===== src/rtl/dpf_pkg.sv =====
package dpf_pkg;

  typedef enum logic [1:0] {
    ST_IDLE = 2'd0,
    ST_RUN  = 2'd1,
    ST_FIN  = 2'd2
  } dpf_state_e;

  // Coefficient of tap m for path 0 (primary) or path 1 (secondary), w bits signed.
  function automatic longint coef_gen(input int path, input int m, input int w);
    longint full;
    longint half;
    longint v;
    full = longint'(1) << w;
    half = full >> 1;
    if (m == 0) begin
      v = (path == 0) ? (half - 1) : (-half);
    end else begin
      v = (path == 0) ? (longint'(m) * 1237 + 501) : (longint'(m) * 2711 + 97);
      v = v % full;
      if (v >= half) v = v - full;
    end
    return v;
  endfunction

  // Round half up at bit position frac, then clamp to ow signed bits.
  function automatic longint round_sat(input longint acc, input int frac, input int ow);
    longint r;
    longint hi;
    longint lo;
    r  = (acc + (longint'(1) <<< (frac - 1))) >>> frac;
    hi = (longint'(1) <<< (ow - 1)) - 1;
    lo = -(longint'(1) <<< (ow - 1));
    if (r > hi) r = hi;
    else if (r < lo) r = lo;
    return r;
  endfunction

endpackage


===== src/rtl/dpf_history.sv =====
module dpf_history #(
  parameter int DEPTH = 64,
  parameter int DW    = 16,
  localparam int AW   = $clog2(DEPTH)
) (
  input  logic                 clk,
  input  logic                 rst,
  input  logic                 wr_en,
  input  logic signed [DW-1:0] wr_data,
  input  logic [AW-1:0]        rd_lag,
  output logic signed [DW-1:0] rd_data,
  output logic [AW-1:0]        wr_ptr
);

  logic signed [DW-1:0] mem [DEPTH];
  logic [AW-1:0]        head_q;
  logic [AW-1:0]        ptr_q;

  always_ff @(posedge clk) begin
    if (rst) begin
      ptr_q  <= '0;
      head_q <= '0;
      for (int i = 0; i < DEPTH; i++) mem[i] <= '0;
    end else if (wr_en) begin
      mem[ptr_q] <= wr_data;
      head_q     <= ptr_q;
      ptr_q      <= ptr_q + 1'b1;
    end
  end

  // Lag 0 is the newest sample; the index wraps modulo DEPTH.
  assign rd_data = mem[head_q - rd_lag];
  assign wr_ptr  = ptr_q;

endmodule


===== src/rtl/dpf_coef_rom.sv =====
module dpf_coef_rom #(
  parameter int PATH = 0,
  parameter int TAPS = 64,
  parameter int CW   = 16,
  localparam int AW  = $clog2(TAPS)
) (
  input  logic [AW-1:0]        addr,
  output logic signed [CW-1:0] coef
);

  logic signed [CW-1:0] rom [TAPS];

  for (genvar i = 0; i < TAPS; i++) begin : g_entry
    assign rom[i] = CW'(dpf_pkg::coef_gen(PATH, i, CW));
  end

  assign coef = rom[addr];

endmodule


===== src/rtl/dpf_mac.sv =====
module dpf_mac #(
  parameter int DW    = 16,
  parameter int CW    = 16,
  parameter int NPATH = 2,
  parameter int ACC_W = 38,
  localparam int PW   = DW + CW,
  localparam int SW   = (NPATH > 1) ? $clog2(NPATH) : 1
) (
  input  logic                          clk,
  input  logic                          rst,
  input  logic                          clear,
  input  logic                          en,
  input  logic [SW-1:0]                 sel,
  input  logic signed [DW-1:0]          a,
  input  logic signed [CW-1:0]          b,
  output logic [NPATH-1:0][ACC_W-1:0]   acc
);

  logic signed [PW-1:0] prod;

  assign prod = PW'(a) * PW'(b);

  for (genvar p = 0; p < NPATH; p++) begin : g_acc
    always_ff @(posedge clk) begin
      if (rst || clear) acc[p] <= '0;
      else if (en && (sel == SW'(p))) acc[p] <= acc[p] + ACC_W'(prod);
    end
  end

endmodule


===== src/rtl/dpf_seq.sv =====
module dpf_seq #(
  parameter int TAPS  = 64,
  parameter int NPATH = 2,
  localparam int AW   = $clog2(TAPS),
  localparam int SW   = (NPATH > 1) ? $clog2(NPATH) : 1
) (
  input  logic          clk,
  input  logic          rst,
  input  logic          start,
  output logic          accept,
  output logic          busy,
  output logic          mac_en,
  output logic          finish,
  output logic [AW-1:0] tap,
  output logic [SW-1:0] sel
);

  dpf_pkg::dpf_state_e state_q;

  assign busy   = (state_q != dpf_pkg::ST_IDLE);
  assign accept = start && !busy;
  assign mac_en = (state_q == dpf_pkg::ST_RUN);
  assign finish = (state_q == dpf_pkg::ST_FIN);

  always_ff @(posedge clk) begin
    if (rst) begin
      state_q <= dpf_pkg::ST_IDLE;
      tap     <= '0;
      sel     <= '0;
    end else begin
      unique case (state_q)
        dpf_pkg::ST_IDLE: begin
          if (start) begin
            state_q <= dpf_pkg::ST_RUN;
            tap     <= '0;
            sel     <= '0;
          end
        end
        dpf_pkg::ST_RUN: begin
          if (tap == AW'(TAPS - 1)) begin
            tap <= '0;
            if (sel == SW'(NPATH - 1)) state_q <= dpf_pkg::ST_FIN;
            else sel <= sel + 1'b1;
          end else begin
            tap <= tap + 1'b1;
          end
        end
        default: state_q <= dpf_pkg::ST_IDLE;
      endcase
    end
  end

endmodule


===== src/rtl/dual_path_fir.sv =====
module dual_path_fir #(
  parameter int TAPS   = 64,
  parameter int DW     = 16,
  parameter int CW     = 16,
  parameter int FRAC   = 15,
  localparam int NPATH = 2,
  localparam int AW    = $clog2(TAPS),
  localparam int SW    = $clog2(NPATH),
  localparam int ACC_W = DW + CW + AW,
  localparam int LAT   = NPATH * TAPS + 1
) (
  input  logic                 clk,
  input  logic                 rst,
  input  logic                 start,
  input  logic signed [DW-1:0] sample_in,
  output logic signed [DW-1:0] primary_out,
  output logic signed [DW-1:0] secondary_out,
  output logic                 done
);

  // Named internal events, also observed by the bound checker.
  logic                        accept_w;
  logic                        busy_w;
  logic                        mac_en_w;
  logic                        finish_w;
  logic [AW-1:0]               tap_w;
  logic [SW-1:0]               sel_w;
  logic [AW-1:0]               wr_ptr_w;
  logic signed [DW-1:0]        hist_w;
  logic signed [CW-1:0]        coef_v [NPATH];
  logic signed [CW-1:0]        coef_w;
  logic [NPATH-1:0][ACC_W-1:0] acc_w;

  dpf_seq #(.TAPS(TAPS), .NPATH(NPATH)) u_seq (
    .clk    (clk),
    .rst    (rst),
    .start  (start),
    .accept (accept_w),
    .busy   (busy_w),
    .mac_en (mac_en_w),
    .finish (finish_w),
    .tap    (tap_w),
    .sel    (sel_w)
  );

  dpf_history #(.DEPTH(TAPS), .DW(DW)) u_hist (
    .clk     (clk),
    .rst     (rst),
    .wr_en   (accept_w),
    .wr_data (sample_in),
    .rd_lag  (tap_w),
    .rd_data (hist_w),
    .wr_ptr  (wr_ptr_w)
  );

  for (genvar p = 0; p < NPATH; p++) begin : g_rom
    dpf_coef_rom #(.PATH(p), .TAPS(TAPS), .CW(CW)) u_rom (
      .addr (tap_w),
      .coef (coef_v[p])
    );
  end

  assign coef_w = coef_v[sel_w];

  dpf_mac #(.DW(DW), .CW(CW), .NPATH(NPATH), .ACC_W(ACC_W)) u_mac (
    .clk   (clk),
    .rst   (rst),
    .clear (accept_w),
    .en    (mac_en_w),
    .sel   (sel_w),
    .a     (hist_w),
    .b     (coef_w),
    .acc   (acc_w)
  );

  always_ff @(posedge clk) begin
    if (rst) begin
      primary_out   <= '0;
      secondary_out <= '0;
      done          <= 1'b0;
    end else begin
      done <= finish_w;
      if (finish_w) begin
        primary_out   <= DW'(dpf_pkg::round_sat(longint'($signed(acc_w[0])), FRAC, DW));
        secondary_out <= DW'(dpf_pkg::round_sat(longint'($signed(acc_w[1])), FRAC, DW));
      end
    end
  end

endmodule


===== config.mk =====
export PLATFORM = sky130hd
export DESIGN_NAME = dual_path_fir
export DESIGN_NICKNAME = d
export VERILOG_FILES = /design/src/rtl/dpf_pkg.sv /design/src/rtl/dpf_history.sv /design/src/rtl/dpf_coef_rom.sv /design/src/rtl/dpf_mac.sv /design/src/rtl/dpf_seq.sv /design/src/rtl/dual_path_fir.sv
export SDC_FILE = /design/constraint.sdc
export NUM_CORES = 2
export LEC_CHECK = 0
export BUFFER_PORTS_ARGS = -buffer_cell sky130_fd_sc_hd__clkbuf_2
export CORE_ASPECT_RATIO = 0.7
export CORE_MARGIN = 3
export CORE_UTILIZATION = 40
export DETAILED_ROUTE_END_ITERATION = 8
export GPL_ROUTABILITY_DRIVEN = 0
export SLEW_MARGIN = 20
export SYNTH_ARGS = -nofsm -noshare
export SYNTH_HDL_FRONTEND = slang
export SYNTH_SLANG_ARGS = --single-unit

===== constraint.sdc =====
create_clock -name clk -period 10.3 [get_ports clk]
set_input_delay 2.06 -clock clk [delete_from_list [all_inputs] [get_ports clk]]
set_output_delay 2.06 -clock clk [all_outputs]
set_load 0.01 [all_outputs]

# Yosys cells after proc, flatten, opt, wreduce, memory -nomap -nowiden
# Memories as Yosys holds them, arrays and structs flattened.
# Cells that the tools add are included.
# classes
muxes	30
bitwise_logic	3
eq_ne	6
addsub	8
n_mul	1
magnitude_cmp	6
reduce_logical	12
# op_table
cell	count
$mux W16	12
$add A38 B16 Y39 const B	2
$add A38 B38 Y38	2
$gt A24 B16 Y1 const B	2
$lt A24 B16 Y1 const B	2
$mul A16 B16 Y32	1
$mux W6	3
$reduce_or A16 Y1	1
$add A6 B1 Y6 const B	2
$pmux W6 S2	1
$mux W1	9
$ge A7 B7 Y1 const B	1
$not A6 Y7	1
$eq A6 B6 Y1 const B	1
$mux W2	3
$ne A2 B2 Y1 const B	3
$reduce_and A3 Y1	2
$sub A6 B6 Y6	1
$pmux W2 S2	1
$reduce_bool A2 Y1	2
$logic_and A1 B1 Y1	3
$eq A2 B1 Y1 const B	1
$eq A2 B2 Y1 const B	1
$ge A2 B2 Y1 const B	1
8 further kinds	8
# totals
regBits	130
romBits	2048
in_bits	19
ram_bits	1024
output_inout_bits	33
n_memories	3
wordCells	79
# mem_list
name	words	width	rd	rd_clocked_by_memory_dff	write_ports	line_no	source
(name not given)	64	16	1	0	0	dpf_coef_rom.sv:17	assign coef = rom[addr];
(name not given)	64	16	1	0	0	dpf_coef_rom.sv:17	
u_hist.mem	64	16	1	0	64	dpf_history.sv:15	logic signed [DW-1:0] mem [DEPTH];

# Longest topological paths before layout
# depth
depth_word	9
mapped_depth	49
mapped_depth_nobuf	45

# Hierarchy
# Synthesis repeated with hierarchy kept, for this count alone.
# unflattened
cells_unflattened	5676
area_unflattened_um2	69745.6
# modules_own_cells
module	cells_each	area_per_inst_um2	seq_area_each_um2	instances
dpf_history	3047	48193.7	30989.7	1
dpf_mac	1859	15879.0	1521.5	1
dual_path_fir	312	2514.9	660.6	1
dpf_coef_rom at g_rom[1].u_rom	199	1380.1	0.0	1
dpf_coef_rom at g_rom[0].u_rom	211	1326.3	0.0	1
dpf_seq	48	451.7	180.2	1

# Worst setup path after synthesis
# No wires, ideal clock.
# synth_timing
kind	register -> register
start	register u_seq.tap[2]
end	register u_mac.acc[75] (netlist name)
path_buffers	4
setup_time_ps	74
period_less_slack_ps	11032
t_arrival_ps	10958
path_slack_ps	-732
path_stages_with_launch	43
path_cell_list	dfxtp_1 > inv_1 > clkbuf_1 > buf_1 > ha_1 > xnor2_2 > buf_6 > buf_4 > mux4_2 > mux2_2 > o21ai_4 > nor2_1 > fa_1 > inv_1 > fa_1 > fa_1 > fa_1 > inv_1 > [... 7 more ...] > or3_1 > o21a_1 > a211o_1 > o211ai_1 > nand2b_1 > a21oi_1 > xnor2_1 > ha_1 > and3_1 > o21a_1 > a311oi_1 > nor2b_1 > a311oi_1 > a21oi_1 > o211ai_1 > nand3_1 > a2111o_1 > o21ai_0
# synth_between
elab_chain_cells	9
word_cells_on_any_way	14
# synth_lines
element	line_no	source
start: declaration	dpf_seq.sv:14	output logic [AW-1:0] tap,
start signal: assignment	dpf_seq.sv:45	tap <= tap + 1'b1;
$not A6 Y7 (implied by the code)	dpf_coef_rom.sv:17	
$mem_v2 Z64 W16	--	
$mux W16 (implied by the code) (2 in series)	dpf_coef_rom.sv:17	
$mux W16 (implied by the code) (3 in series)	dual_path_fir.sv:63	assign coef_w = coef_v[sel_w];
$mul A16 B16 Y32 *	dpf_mac.sv:21	assign prod = PW'(a) * PW'(b);
$add A38 B38 Y38 *	dpf_mac.sv:26	else if (en && (sel == SW'(p))) acc[p] <= acc[p] + ACC_W'(prod);
end signal: indexed assignment	dpf_mac.sv:26	
end: declaration	dpf_mac.sv:16	output logic [NPATH-1:0][ACC_W-1:0] acc
# Mark *: on every way between the ends. The rest lies on a longest branch, timed or not. The select of a mux whose other input is x is not followed.
# A chain may end at the register's enable or synchronous reset.

# Final worst setup path
# layout_timing
start	register u_hist.head_q[0]
end	register u_mac.acc[37] (netlist name)
# layout_between
elab_chain_cells	4
# layout_lines
element	line_no	source
start: declaration	dpf_history.sv:16	logic [AW-1:0] head_q;
start signal: assignment	dpf_history.sv:26	head_q <= ptr_q;
$sub A6 B6 Y6	dpf_history.sv:32	assign rd_data = mem[head_q - rd_lag];
$mem_v2 Z64 W16	--	
$mul A16 B16 Y32	dpf_mac.sv:21	
$add A38 B38 Y38	dpf_mac.sv:26	
# Every way passes these cells.

==> flow_summary.toml <==
[global_routing]
grt_first_pass_wirelength_um = 299000
first_global_vias = 45300
grt_antenna_before_repair = 12
track_usage_pct = 22.7
grt_overflow = 0
grt_start_max_net_pins = 72

[synth]
synth_seq_area_share_pct = 48.8
netlist_area_um2 = 68400
ys_ff_latch = 1154
synth_edf_count = 1024
yosysTopAreaCell = "edfxtp_1"
yosys_warnings = 0
netlist_instances = 5576
synth_top_flop_cell = "edfxtp_1"
synth.net_count = 6038
netlist.area_leader.share_pct = 45.0
avgSynthCellArea_um2 = 12.3
synth_area_leaders = "edfxtp_1 (45%), mux4_2 (11%), and2_1 (9.6%)"
async_flop_share_pct = 0
synth_cell_types = 82

[critical_path]
critPathMaxFanout = 7
crit_type = "flip-flop to flip-flop"
end_kind = "flip-flop"
critPathArrivalTime_ns = 11.74
slowest_stage = "fa_4"
path_common_cell = "fa_1"
worstSetupStartpointType = "flip-flop"
slowest_delay_ns = 0.80
critical_path_required_ns = 11.00

[placement]
dp_hpwl_um = 135000
port_buffers = 51

[timing]
setup_viol = 24
timing.hold.ws_ns = 0.460
rsz0062_at_grt = "yes"
hold_viol = 0
finalCriticalPeriod_ns = 11.03
fmax_ghz = 0.0906
layout_setup_ws_ns = -0.732
maxSlewViolCount = 0
period_share_pct = 107
worst_slew_pin_slew_ns = 1.11
clock_skew_ns = 0.0697
slew_headroom_pct = 25.7

[finish]
area_growth_pct = 19.2
fillCellCount = 14600
utilization_pct = 48.2
layout.nets = 6523
drive_above_1_share_pct = 26.4

[floorplanning]
chipWidth_um = 500
core_area_um2 = 169000
io_pins = 52
rows = 126
start_util_pct = 40.4
dieArea_um2 = 176000
die_h_um = 352

[clock_network]
clock_latency_ns = 0.79
ctsHoldBuffers = 0
numCtsBuffers = 113
cts_tree = "built"
max-clock-path-buffers = 3
clock-sinks = 1154
htree_levels = 3
cts-root-buf = "clkbuf_16"
clk_pin_slew_ns = 0.07

[drt]
wl_um = 202000
drc_errors = 0
ant_nets = 0
num_vias = 46000
viasPerCell = 5.48
drt_pass1_iterations = 6
route.met2.wl_um = 83700
wl_met1_um = 93900
wl_per_cell_um = 24.1
drt_iter0_markers = 5138
top_layer_used = "met4"
met3_length_um = 21200

[min_path]
hold_class = "flip-flop to flip-flop"

[status]
violations = "setup timing"
status = "complete, but fails checks"

[run]
cap_violations = 0
Yosys cell counts, types with 19 or more instances:
cell and instances:
mux2i_1 30, a31oi_1 32, a21oi_1 211, mux4_2 325, or2_2 81, nor2_1 331
ha_1 177, nand3_1 56, o21ai_0 97, a211oi_1 38, xor2_1 45, or3_1 22
fa_1 266, nand2_1 327, clkbuf_1 283, nand2b_1 49, inv_1 349, dfxtp_1 130
nor2b_1 56, nor3_1 66, o211ai_1 20, buf_1 36, buf_4 19, buf_2 43
o211a_1 25, edfxtp_1 1024, and2_1 1049, a21o_1 49, xnor2_1 98
cells in the final DEF (no fill, tap or decap), types with 44 or more instances in the layout:
| cell type | count |
|---|---|
| a21o_1 | 49 |
| a21oi_1 | 166 |
| and2_1 | 1046 |
| buf_4 | 606 |
| buf_6 | 49 |
| clkbuf_16 | 113 |
| clkbuf_2 | 52 |
| dfxtp_1 | 127 |
| edfxtp_1 | 1024 |
| fa_1 | 250 |
| ha_1 | 144 |
| inv_1 | 337 |
| mux4_2 | 325 |
| nand2_1 | 318 |
| nand2b_1 | 44 |
| nand3_1 | 52 |
| nor2_1 | 311 |
| nor3_1 | 56 |
| o21ai_0 | 67 |
| or2_2 | 79 |
| xnor2_1 | 85 |
sequential cells by signal, summed over array words and instances (netlist names):
| signal | cells |
|---|---|
| u_hist.wr_ptr | 6 |
| u_hist.head_q | 6 |
| primary_out | 16 |
| u_seq.sel | 1 |
| u_seq.state_q | 2 |
| done | 1 |
| u_mac.acc | 76 |
| u_hist.mem | 1024 |
| secondary_out | 16 |
| u_seq.tap | 6 |
path summary, 6_finish.rpt:
path	from	end	slack, ns	depth (start not counted)
min	u_mac.acc[38]	u_mac.acc[38]	0.46	2
max reg2reg	u_hist.head_q[0]	u_mac.acc[37]	-0.73	45
min reg2reg	u_mac.acc[38]	u_mac.acc[38]	0.46	2
max	u_hist.head_q[0]	u_mac.acc[37]	-0.73	45
cell type report:
class / count / area (um^2) / share of cell area [%]
multi-input cells: 3677 / 33700 / 41.4
flip-flops and latches: 1154 / 33400 / 40.9
repair buffers: 761 / 6530 / 8.01
clock buffers: 148 / 3020 / 3.71
well taps: 2240 / 2800 / 3.44
inverters: 354 / 1330 / 1.63
clock inverters: 62 / 728 / 0.894
diodes: 1 / 2.50 / 0.00307
worst max-delay path: cells and delay by family (launching register included):
kind / cells / cell delay [ns]
fa+ha+maj: 10 / 4.48
compound gates: 12 / 2.61
simple gates: 8 / 1.19
buf+inv: 11 / 1.13
mux: 3 / 1.12
flops: 1 / 0.33
xor+xnor: 1 / 0.14
through the flow:
stage	instance area [um^2]	setup slack, ns	TNS [ns]	std cells
4_1_cts	80200	-0.678	-7.67	8368
3_3_place_gp	75000	-1.05	-17.47	8099
5_1_grt	81500	-1.07	-18.31	8397
2_1_floorplan	68600	0.00673	0	5576
3_5_place_dp	75000	-1.12	-20.34	8099
6_report	81500	-0.732	-9.03	8397
what timing repair did:
| item | CTS | global route |
|---|---|---|
| gates resized for setup | 183 | 222 |
| setup buffers | 54 | 32 |
| pin swaps | 67 | 149 |
| setup endpoints to repair | 36 | 47 |
| gates cloned | 5 | 0 |
cells by family (layout without fill, tap and decap cells):
logic type | after synthesis | in the layout | synth area share (%)
simple gates | 2111 | 2111 | 16.8
flops | 1154 | 1154 | 48.8
buf+inv | 745 | 1325 | 4.37
compound gates | 611 | 611 | 5.81
fa+ha+maj | 444 | 444 | 11.0
mux | 366 | 366 | 11.3
xor+xnor | 145 | 145 | 1.88
other cells | 0 | 1 | 0
per-layer routing:
metal / GRT usage (%) / up-vias
li1: - / 20500
met1: 35.2 / 23300
met5: 0 / -
met2: 31.7 / 1958
met4: 4.13 / 0
met3: 6.21 / 192
Power is left out: the tool's default activity adds up to more than one toggle a clock period on the data nets, which glitch-free logic cannot reach.
